<file path="src/rtl/irq_arb_pkg.sv">
package irq_arb_pkg;
  localparam int PRIO_W  = 4;
  localparam int SPLIT_W = 3;
  localparam int ADDR_W  = 5;

  localparam logic [ADDR_W-1:0] A_EN_SET0 = 5'd0;
  localparam logic [ADDR_W-1:0] A_EN_SET1 = 5'd1;
  localparam logic [ADDR_W-1:0] A_EN_CLR0 = 5'd2;
  localparam logic [ADDR_W-1:0] A_EN_CLR1 = 5'd3;
  localparam logic [ADDR_W-1:0] A_PEND0   = 5'd4;
  localparam logic [ADDR_W-1:0] A_PEND1   = 5'd5;
  localparam logic [ADDR_W-1:0] A_ACT0    = 5'd6;
  localparam logic [ADDR_W-1:0] A_ACT1    = 5'd7;
  localparam logic [ADDR_W-1:0] A_SPLIT   = 5'd8;
  localparam int                A_PRIO_BASE = 16;

  typedef logic [PRIO_W-1:0]  prio_t;
  typedef logic [SPLIT_W-1:0] split_t;

  // Number of low priority bits that only order pending requests.
  function automatic int sub_bits(input split_t split);
    return (int'(split) >= PRIO_W) ? PRIO_W : int'(split);
  endfunction

  // Part of a priority that takes part in preemption.
  function automatic prio_t group_of(input prio_t p, input split_t split);
    return p >> sub_bits(split);
  endfunction

  // True when a candidate may interrupt the running handler.
  function automatic logic preempts(input prio_t cand, input prio_t run, input split_t split);
    return group_of(cand, split) < group_of(run, split);
  endfunction
endpackage

</file>
<file path="src/rtl/irq_cfg_regs.sv">
module irq_cfg_regs
  import irq_arb_pkg::*;
#(
  parameter int NUM_IRQ = 43
) (
  input  logic                           clk,
  input  logic                           rst_n,
  input  logic                           reg_we,
  input  logic [ADDR_W-1:0]              reg_addr,
  input  logic [31:0]                    reg_wdata,
  output logic [31:0]                    reg_rdata,
  input  logic [NUM_IRQ-1:0]             irq_req,
  input  logic [NUM_IRQ-1:0]             act_set,
  input  logic [NUM_IRQ-1:0]             act_clr,
  output logic [NUM_IRQ-1:0]             en,
  output logic [NUM_IRQ-1:0]             pend,
  output logic [NUM_IRQ-1:0]             act,
  output logic [NUM_IRQ-1:0]             rise,
  output logic [NUM_IRQ-1:0][PRIO_W-1:0] prio,
  output split_t                         split
);
  localparam int MAP_W = 64;

  logic [NUM_IRQ-1:0] req_q;
  assign rise = irq_req & ~req_q;

  always_ff @(posedge clk or negedge rst_n) begin
    if (!rst_n) begin
      req_q <= '0;
      split <= '0;
    end else begin
      req_q <= irq_req;
      if (reg_we && reg_addr == A_SPLIT) split <= reg_wdata[SPLIT_W-1:0];
    end
  end

  for (genvar i = 0; i < NUM_IRQ; i++) begin : g_line
    localparam logic [ADDR_W-1:0] SET_A = (i < 32) ? A_EN_SET0 : A_EN_SET1;
    localparam logic [ADDR_W-1:0] CLR_A = (i < 32) ? A_EN_CLR0 : A_EN_CLR1;
    localparam logic [ADDR_W-1:0] PRI_A = ADDR_W'(A_PRIO_BASE + i / 4);
    localparam int BIT = i % 32;
    localparam int NIB = 8 * (i % 4) + (8 - PRIO_W);

    logic  en_r, pend_r, act_r;
    prio_t prio_r;
    logic  hit_set, hit_clr, hit_pri;

    assign hit_set = reg_we && (reg_addr == SET_A) && reg_wdata[BIT];
    assign hit_clr = reg_we && (reg_addr == CLR_A) && reg_wdata[BIT];
    assign hit_pri = reg_we && (reg_addr == PRI_A);

    always_ff @(posedge clk or negedge rst_n) begin
      if (!rst_n) begin
        en_r   <= 1'b0;
        pend_r <= 1'b0;
        act_r  <= 1'b0;
        prio_r <= '0;
      end else begin
        if (hit_set)      en_r <= 1'b1;
        else if (hit_clr) en_r <= 1'b0;
        // a new edge outranks the acknowledge clear
        pend_r <= (pend_r & ~act_set[i]) | rise[i];
        act_r  <= (act_r & ~act_clr[i]) | act_set[i];
        if (hit_pri) prio_r <= reg_wdata[NIB +: PRIO_W];
      end
    end

    assign en[i]   = en_r;
    assign pend[i] = pend_r;
    assign act[i]  = act_r;
    assign prio[i] = prio_r;
  end

  logic [MAP_W-1:0] en_w, pend_w, act_w;
  assign en_w   = MAP_W'(en);
  assign pend_w = MAP_W'(pend);
  assign act_w  = MAP_W'(act);

  always_comb begin
    reg_rdata = '0;
    case (reg_addr)
      A_EN_SET0, A_EN_CLR0: reg_rdata = en_w[31:0];
      A_EN_SET1, A_EN_CLR1: reg_rdata = en_w[63:32];
      A_PEND0:              reg_rdata = pend_w[31:0];
      A_PEND1:              reg_rdata = pend_w[63:32];
      A_ACT0:               reg_rdata = act_w[31:0];
      A_ACT1:               reg_rdata = act_w[63:32];
      A_SPLIT:              reg_rdata[SPLIT_W-1:0] = split;
      default: begin
        for (int i = 0; i < NUM_IRQ; i++) begin
          if (reg_addr == ADDR_W'(A_PRIO_BASE + i / 4))
            reg_rdata[8 * (i % 4) + (8 - PRIO_W) +: PRIO_W] = prio[i];
        end
      end
    endcase
  end
endmodule

</file>
<file path="src/rtl/irq_select.sv">
module irq_select
  import irq_arb_pkg::*;
#(
  parameter int NUM_IRQ = 43,
  parameter int VEC_W   = 6
) (
  input  logic [NUM_IRQ-1:0]             cand,
  input  logic [NUM_IRQ-1:0][PRIO_W-1:0] prio,
  output logic                           found,
  output logic [VEC_W-1:0]               win_vec,
  output prio_t                          win_prio
);
  // Ascending scan with strict compare: equal priority keeps the lower line.
  always_comb begin
    found    = 1'b0;
    win_vec  = '0;
    win_prio = '1;
    for (int i = 0; i < NUM_IRQ; i++) begin
      if (cand[i] && (!found || prio[i] < win_prio)) begin
        found    = 1'b1;
        win_vec  = VEC_W'(i);
        win_prio = prio[i];
      end
    end
  end
endmodule

</file>
<file path="src/rtl/irq_active_stack.sv">
module irq_active_stack
  import irq_arb_pkg::*;
#(
  parameter int DEPTH = 16,
  parameter int VEC_W = 6
) (
  input  logic                       clk,
  input  logic                       rst_n,
  input  logic                       push,
  input  logic                       pop,
  input  logic [VEC_W-1:0]           push_vec,
  input  prio_t                      push_prio,
  output logic                       busy,
  output logic [VEC_W-1:0]           top_vec,
  output prio_t                      top_prio,
  output logic [$clog2(DEPTH+1)-1:0] level
);
  localparam int CNT_W = $clog2(DEPTH + 1);
  localparam int IDX_W = $clog2(DEPTH);

  typedef struct packed {
    logic [VEC_W-1:0] vec;
    prio_t            prio;
  } frame_t;

  frame_t           stk [DEPTH];
  logic [CNT_W-1:0] sp;
  logic [IDX_W-1:0] top_idx, new_idx;
  logic             do_pop;
  frame_t           new_f;

  assign do_pop  = pop && (sp != '0);
  assign top_idx = IDX_W'(sp - 1'b1);
  assign new_idx = IDX_W'(sp);
  assign new_f   = '{vec: push_vec, prio: push_prio};

  always_ff @(posedge clk or negedge rst_n) begin
    if (!rst_n) begin
      sp <= '0;
      for (int k = 0; k < DEPTH; k++) stk[k] <= '0;
    end else if (push && do_pop) begin
      stk[top_idx] <= new_f;
    end else if (push) begin
      stk[new_idx] <= new_f;
      sp           <= sp + 1'b1;
    end else if (do_pop) begin
      sp <= sp - 1'b1;
    end
  end

  assign busy     = (sp != '0);
  assign top_vec  = stk[top_idx].vec;
  assign top_prio = stk[top_idx].prio;
  assign level    = sp;

  AST_NO_OVERFLOW: assert property (@(posedge clk) disable iff (!rst_n)
    (push && !do_pop) |-> (sp != CNT_W'(DEPTH)));
endmodule

</file>
<file path="src/rtl/irq_nest_arbiter.sv">
module irq_nest_arbiter
  import irq_arb_pkg::*;
#(
  parameter int NUM_IRQ     = 43,
  parameter int STACK_DEPTH = 16
) (
  input  logic                       clk,
  input  logic                       rst_n,
  input  logic [NUM_IRQ-1:0]         irq_req,
  input  logic                       reg_we,
  input  logic [4:0]                 reg_addr,
  input  logic [31:0]                reg_wdata,
  output logic [31:0]                reg_rdata,
  output logic                       irq_take,
  output logic [$clog2(NUM_IRQ)-1:0] irq_vector,
  input  logic                       irq_ack,
  input  logic                       irq_eoi,
  output logic                       run_busy,
  output logic [3:0]                 run_prio
);
  localparam int VEC_W = $clog2(NUM_IRQ);
  localparam int LVL_W = $clog2(STACK_DEPTH + 1);

  logic [NUM_IRQ-1:0]             en, pend, act, rise, cand, act_set, act_clr;
  logic [NUM_IRQ-1:0][PRIO_W-1:0] prio;
  split_t                         split;
  logic                           found, busy, push, retire;
  logic [VEC_W-1:0]               win_vec, top_vec;
  prio_t                          win_prio, top_prio;
  logic [LVL_W-1:0]               level;

  irq_cfg_regs #(.NUM_IRQ(NUM_IRQ)) u_cfg (
    .clk(clk), .rst_n(rst_n), .reg_we(reg_we), .reg_addr(reg_addr),
    .reg_wdata(reg_wdata), .reg_rdata(reg_rdata), .irq_req(irq_req),
    .act_set(act_set), .act_clr(act_clr), .en(en), .pend(pend), .act(act),
    .rise(rise), .prio(prio), .split(split)
  );

  assign cand = en & pend & ~act;

  irq_select #(.NUM_IRQ(NUM_IRQ), .VEC_W(VEC_W)) u_sel (
    .cand(cand), .prio(prio), .found(found), .win_vec(win_vec), .win_prio(win_prio)
  );

  irq_active_stack #(.DEPTH(STACK_DEPTH), .VEC_W(VEC_W)) u_stk (
    .clk(clk), .rst_n(rst_n), .push(push), .pop(irq_eoi), .push_vec(win_vec),
    .push_prio(win_prio), .busy(busy), .top_vec(top_vec), .top_prio(top_prio),
    .level(level)
  );

  assign irq_take   = found && (!busy || preempts(win_prio, top_prio, split));
  assign irq_vector = win_vec;
  assign push       = irq_ack && irq_take;
  assign retire     = irq_eoi && busy;
  assign act_set    = push   ? (NUM_IRQ'(1) << win_vec) : '0;
  assign act_clr    = retire ? (NUM_IRQ'(1) << top_vec) : '0;
  assign run_busy   = busy;
  assign run_prio   = busy ? top_prio : '0;

  AST_TAKE_ENABLED: assert property (@(posedge clk) disable iff (!rst_n)
    irq_take |-> (en[irq_vector] && pend[irq_vector] && !act[irq_vector]));
  AST_ACK_CLEARS: assert property (@(posedge clk) disable iff (!rst_n)
    (push && !rise[irq_vector]) |=> !pend[$past(irq_vector)]);
  AST_EDGE_WINS: assert property (@(posedge clk) disable iff (!rst_n)
    (push && rise[irq_vector]) |=> pend[$past(irq_vector)]);
  AST_ACTIVE_COUNT: assert property (@(posedge clk) disable iff (!rst_n)
    $countones(act) == int'(level));
  AST_EOI_IDLE: assert property (@(posedge clk) disable iff (!rst_n)
    (irq_eoi && !busy && !irq_ack) |=> !busy);
endmodule

</file>
<file path="config.mk">
export PLATFORM = sky130hd
export DESIGN_NAME = irq_nest_arbiter
export DESIGN_NICKNAME = d
export VERILOG_FILES = /design/src/rtl/irq_arb_pkg.sv /design/src/rtl/irq_cfg_regs.sv /design/src/rtl/irq_select.sv /design/src/rtl/irq_active_stack.sv /design/src/rtl/irq_nest_arbiter.sv
export SDC_FILE = /design/constraint.sdc
export NUM_CORES = 1
export LEC_CHECK = 0
export CAP_MARGIN = 25
export CORE_UTILIZATION = 40
export CTS_BUF_LIST = sky130_fd_sc_hd__clkbuf_2 sky130_fd_sc_hd__clkbuf_4 sky130_fd_sc_hd__clkbuf_8
export DETAILED_ROUTE_END_ITERATION = 12
export DONT_BUFFER_PORTS = 1
export HOLD_SLACK_MARGIN = 0.1
export PLACE_DENSITY_LB_ADDON = 0.12
export SLEW_MARGIN = 10
export SYNTH_ARGS = -nofsm -noshare
export SYNTH_HDL_FRONTEND = slang
export SYNTH_SLANG_ARGS = --single-unit
</file>
<file path="constraint.sdc">
create_clock -name clk -period 97.7 [get_ports clk]
set_input_delay 14.655 -clock clk [delete_from_list [all_inputs] [get_ports clk]]
set_output_delay 14.655 -clock clk [all_outputs]
set_load 0.05 [all_outputs]
</file>
==> metrics, run 1 <==
outcome=complete, but fails checks; failing checks=slew limit; Slew headroom=-18.7%; Critical Path AT=71.46 ns; dpl cells=4,723; reg-to-reg slack, setup=23.96 ns; hold crit path type=register to register; CTS tree=done; Layout Nets=3,804; final setup margin=11.58 ns; clock root cell=clkbuf_8; CP max stage cell=a2111oi_0; IO Port Bufs=0; EDFF count, synth=0; Worst Path Max Fanout=18; clk_lat worst skew=0.77 ns; fin crit period=86.12 ns; Routed WL per cell=27.5 um; flops & latches, synth=512; Die Wd=300 um; Crit Path Class=register to output pin; total CTS buffers=91; layout cell share with drive strength beyond 1=20.0%; clk sink count=512; placement row count=108; CTS Hold Buffers Added=0; CTS Buffer Depth=3; post-cts sizing count=0; vias=30,900; Critical Path End Type=output pin; post-synthesis cell type count=172; drt first pass iters=9; Initial Util=40.7%; Initial DRC Count=3,148; clock skew=0.0639 ns; Yosys warnings=0; initial antenna violation count=6; die area=90,100 um^2; I/O pins=129; max frequency=11.6 MHz; post-CTS setup buffer count=0; hpwl dp=98,600 um; grt total ovfl=0; H-tree levels=3; Mapped Cells=3,738; Final ANT Viol Nets=0; max-slew violations=158; DRC viols=0; vias per cell=6.32; RSZ-0062 raised after global routing=no; sequential cell area fraction in the yosys report=36.0%; net count after synthesis=3,878; final hold violations=0; worst-margin pin slew=1.78 ns; Critical Path RT=83.04 ns; final setup violation count=0; vias in the first global route=29,700; syn_area_per_cell=9.51 um^2; Period Utilization, post-route=88.1%; die height=300 um; Critical Path Most Common Cell=ha_1; dpl ws=12.92 ns; setup TNS=0 ns; max cap viols=0; Mapped Area=35,600 um^2; Synth-to-Final Area Change=7.41%; WL final=135,000 um; placer congestion estimate=0.954; crit-path max cell delay=0.79 ns; Worst-path clk slew=0.06 ns; CORE AREA=87,400 um^2; ys flop type=dfrtp_1; commonest cells after routing, fill and taps aside=dfrtp_1 (511), nand2_1 (326), o21ai_0 (281), nor2_1 (245), mux2_2 (200); largest net degree at the start of global routing=513; leading cell type in the layout, fill and taps excluded=dfrtp_1; FFs w/ async S/R, synth=100%; Total GRT Usage=29.4%; startpoint types=register; global-route wire length before repair=198,000 um; post-route insts no fill=4,891
## cell type report
class,count,area (um^2)
fillers,8462,49200
multi-input cells,2820,20700
flip-flops and latches,512,12800
clock buffers,141,1780
well taps,1155,1450
inverters,182,684
repair buffers,57,465
clock inverters,23,284
diodes,1,2.50
## registers in the layout, summed over array words and instances (netlist names)
name / flops
u_stk.level: 5
u_cfg.req_q: 43
u_stk.stk: 160
u_cfg.g_line.prio_r: 172
u_cfg.split: 3
u_cfg.g_line.pend_r: 43
u_cfg.g_line.en_r: 43
u_cfg.g_line.act_r: 43
## through the flow
stage	area, um^2	utilization (%)	hold slack [ns]
floorplan	35600	-	0.392
global placement	36000	41.2	0.394
detailed placement	36100	41.3	0.397
CTS	38200	43.6	0.379
global route	38200	43.7	0.394
finish	38200	43.7	0.378
## cell families (layout without fill, tap and decap cells)
| family | count (synthesis) | count (layout) | synth area share (%) |
|---|---|---|---|
| AO/OA/AOI/OAI | 1280 | 1280 | 26.1 |
| AND/OR/NAND/NOR | 1059 | 1059 | 15.2 |
| flip-flops | 512 | 512 | 36.0 |
| buffers and inverters | 406 | 403 | 6.04 |
| multiplexers | 384 | 384 | 13.6 |
| adder cells (fa/ha/maj) | 69 | 69 | 2.33 |
| XOR/XNOR | 28 | 28 | 0.711 |
| other | 0 | 1 | 0 |
## synthesized netlist by cell type (17+ instances only)
library cell / instances / area share (%)
a21oi_1: 122 / 1.7
inv_1: 180 / 1.9
o31ai_1: 174 / 3.7
a21o_1: 24 / 0.51
or2_1: 20 / 0.35
a21o_2: 18 / 0.44
a41oi_1: 22 / 0.54
mux2_1: 34 / 1.1
nand3b_1: 42 / 0.89
o21ai_1: 101 / 1.4
nand4_1: 23 / 0.40
nand2_1: 326 / 3.4
a22oi_1: 49 / 1.0
or2_2: 38 / 0.67
a211o_1: 18 / 0.44
nor4_1: 18 / 0.32
nor2_1: 251 / 2.6
dfrtp_1: 512 / 36
mux2_2: 200 / 6.3
o211ai_1: 29 / 0.61
mux2i_1: 79 / 2.2
buf_2: 24 / 0.34
a31oi_1: 40 / 0.70
or3_1: 18 / 0.32
nor3_1: 30 / 0.42
nand2b_1: 29 / 0.51
ha_1: 55 / 1.9
o21ai_0: 281 / 4.0
a221oi_1: 21 / 0.52
mux2_4: 22 / 0.93
nand3_1: 91 / 1.3
and2_1: 21 / 0.37
mux4_2: 45 / 2.9
nor2b_1: 17 / 0.30
o21a_1: 18 / 0.38
a22o_1: 56 / 1.4
clkbuf_8: 20 / 0.77
a222oi_1: 34 / 0.96
a211oi_1: 22 / 0.46
clkbuf_1: 116 / 1.2
## final timing paths
check	depth (start not counted)	from	to
max	327	u_cfg.g_line[0].act_r	irq_take
max in group asynchronous	0	rst_n	u_cfg.g_line[12].prio_r[3]
min	1	u_cfg.req_q[21]	u_cfg.g_line[21].pend_r
min reg2reg	1	u_cfg.req_q[21]	u_cfg.g_line[21].pend_r
max reg2reg	332	u_cfg.g_line[0].act_r	u_stk.stk[159]
min in group asynchronous	0	rst_n	u_stk.stk[7]
## critical path: cells and delay by family, from the launching register on
kind	cells	cell delay, ns
flops	1	0.39
simple gates	94	17.23
mux	29	7.93
fa+ha+maj	42	11.64
compound gates	133	30.91
buf+inv	29	2.57
## metal layers
metal / vias to the layer above / wire, um / global-route usage, %
met5: - / 71 / 0
met2: 1271 / 57800 / 43.4
met1: 15400 / 59100 / 40.6
met3: 227 / 13800 / 9.59
met4: 10 / 3900 / 9.05
li1: 14000 / - / -
Power of run 1 is not shown: default switching activity piles up to over one toggle a cycle in this logic, so the estimate is an artifact.
==> inputs of run 2 (changes only) <==
Settings changed: CELL_PAD_IN_SITES_DETAIL_PLACEMENT set to 1, CELL_PAD_IN_SITES_GLOBAL_PLACEMENT set to 1, GPL_ROUTABILITY_DRIVEN set to 0, TNS_END_PERCENT set to 30.
==> run 2 against run 1 <==
The flow now finishes without violations. First-iteration DRC count fell by 6.4%. Clock skew fell by 0.015 ns. Utilization fell by 0.060 points. Critical path type unchanged.
==> metrics, run 2 (same netlist as run 1, synthesis figures left out) <==
largest net degree at the start of global routing=513; Critical Path Most Common Cell=ha_1; final setup margin=9.53 ns; RSZ-0062 raised after global routing=no; IO Port Bufs=0; DRC viols=0; Fillers=9,994; worst-margin pin slew=1.25 ns; final setup violation count=0; post-cts sizing count=0; vias in the first global route=33,000; max cap viols=0; Period Utilization, post-route=90.2%; total CTS buffers=88; fin crit period=88.17 ns; layout cell share with drive strength beyond 1=19.8%; most flop-heavy register=u_cfg.g_line.prio_r; Die Wd=300 um; Worst-path clk slew=0.07 ns; Regs by FF count=u_cfg.g_line.prio_r (172), u_stk.stk (160); Crit Path Class=register to output pin; CTS Buffer Depth=3; CTS Hold Buffers Added=0; Reg area=12,800 um^2; CP max stage cell=a2111oi_0; clk_lat worst skew=0.72 ns; max reg flops=172; vias per cell=6.55; clock skew=0.0493 ns; CORE AREA=87,400 um^2; Slew headroom=16.5%; post-CTS setup buffer count=0; final hold violations=0; die area=90,100 um^2; grt total ovfl=0; vias=32,000; global-route wire length before repair=216,000 um; Critical Path AT=73.52 ns; Worst Path Max Fanout=18; post-route core utilization=43.6%; Critical Path End Type=output pin; WL final=143,000 um; dpl ws=10.79 ns; startpoint types=register; outcome=finished clean; clock root cell=clkbuf_8; max frequency=11.3 MHz; Layout Nets=3,802; Initial Util=40.7%; placement row count=108; hpwl dp=106,000 um; Cell Area, Placed=36,100 um^2; Initial DRC Count=2,945; CTS tree=done; Synth-to-Final Area Change=7.26%; commonest cells after routing, fill and taps aside=dfrtp_1 (511), nand2_1 (326), o21ai_0 (281), nor2_1 (246), mux2_2 (200); I/O pins=129; H-tree levels=3; Routed WL per cell=29.3 um; setup TNS=0 ns; leading cell type in the layout, fill and taps excluded=dfrtp_1; clk sink count=512; Critical Path RT=83.04 ns; hold crit path type=register to register; drt first pass iters=9; die height=300 um; cell area after layout=38,100 um^2; max-slew violations=0; crit-path max cell delay=0.78 ns; initial antenna violation count=8; area of the multi-input gates=20,700 um^2; Total GRT Usage=31.5%; Final ANT Viol Nets=0
-- run 2: worst paths after layout --
path | slack, ns | end | cells past startpoint | start
setup / recovery | 9.53 | irq_take | 334 | u_cfg.g_line[0].act_r
hold / removal | 0.37 | u_cfg.g_line[35].pend_r | 1 | u_cfg.req_q[35]
hold reg to reg | 0.37 | u_cfg.g_line[35].pend_r | 1 | u_cfg.req_q[35]
setup reg to reg | 22.35 | u_stk.stk[158] | 339 | u_cfg.g_line[0].act_r
max in group asynchronous | 83.03 | u_cfg.g_line[23].en_r | 0 | rst_n
min in group asynchronous | 13.65 | u_stk.stk[136] | 0 | rst_n
-- run 2: critical path, delay by kind of cell (launching register included) --
family | cells | cell delay (ns)
mux | 28 | 7.79
flops | 1 | 0.40
compound gates | 134 | 31.70
fa+ha+maj | 43 | 12.00
simple gates | 99 | 17.91
buf+inv | 30 | 2.95
-- run 2: through the flow --
| step | std cells | hold slack [ns] |
|---|---|---|
| floorplan | 3738 | 0.392 |
| global placement | 4716 | 0.395 |
| detailed placement | 4721 | 0.399 |
| CTS | 4878 | 0.369 |
| global route | 4888 | 0.378 |
| finish | 4891 | 0.369 |
-- run 2: layer usage --
metal	part of all wire (%)	GRT usage (%)	vias up
li1	-	-	14000
met1	45	44.7	16700
met2	44	48.5	1152
met3	7.9	5.98	221
met4	2.8	9.79	4
met5	0.019	0	-
-- run 2: area by class of cell --
cell class	instances	area share (%)
clock buffer	137	4.58
timing repair buffer	58	1.25
clock inverter	20	0.653
sequential	512	33.6
antenna	7	0.0459
tap	1155	3.79
inverter	182	1.79
multi-input combinational	2820	54.3
Power of run 2 is left out for the same reason.
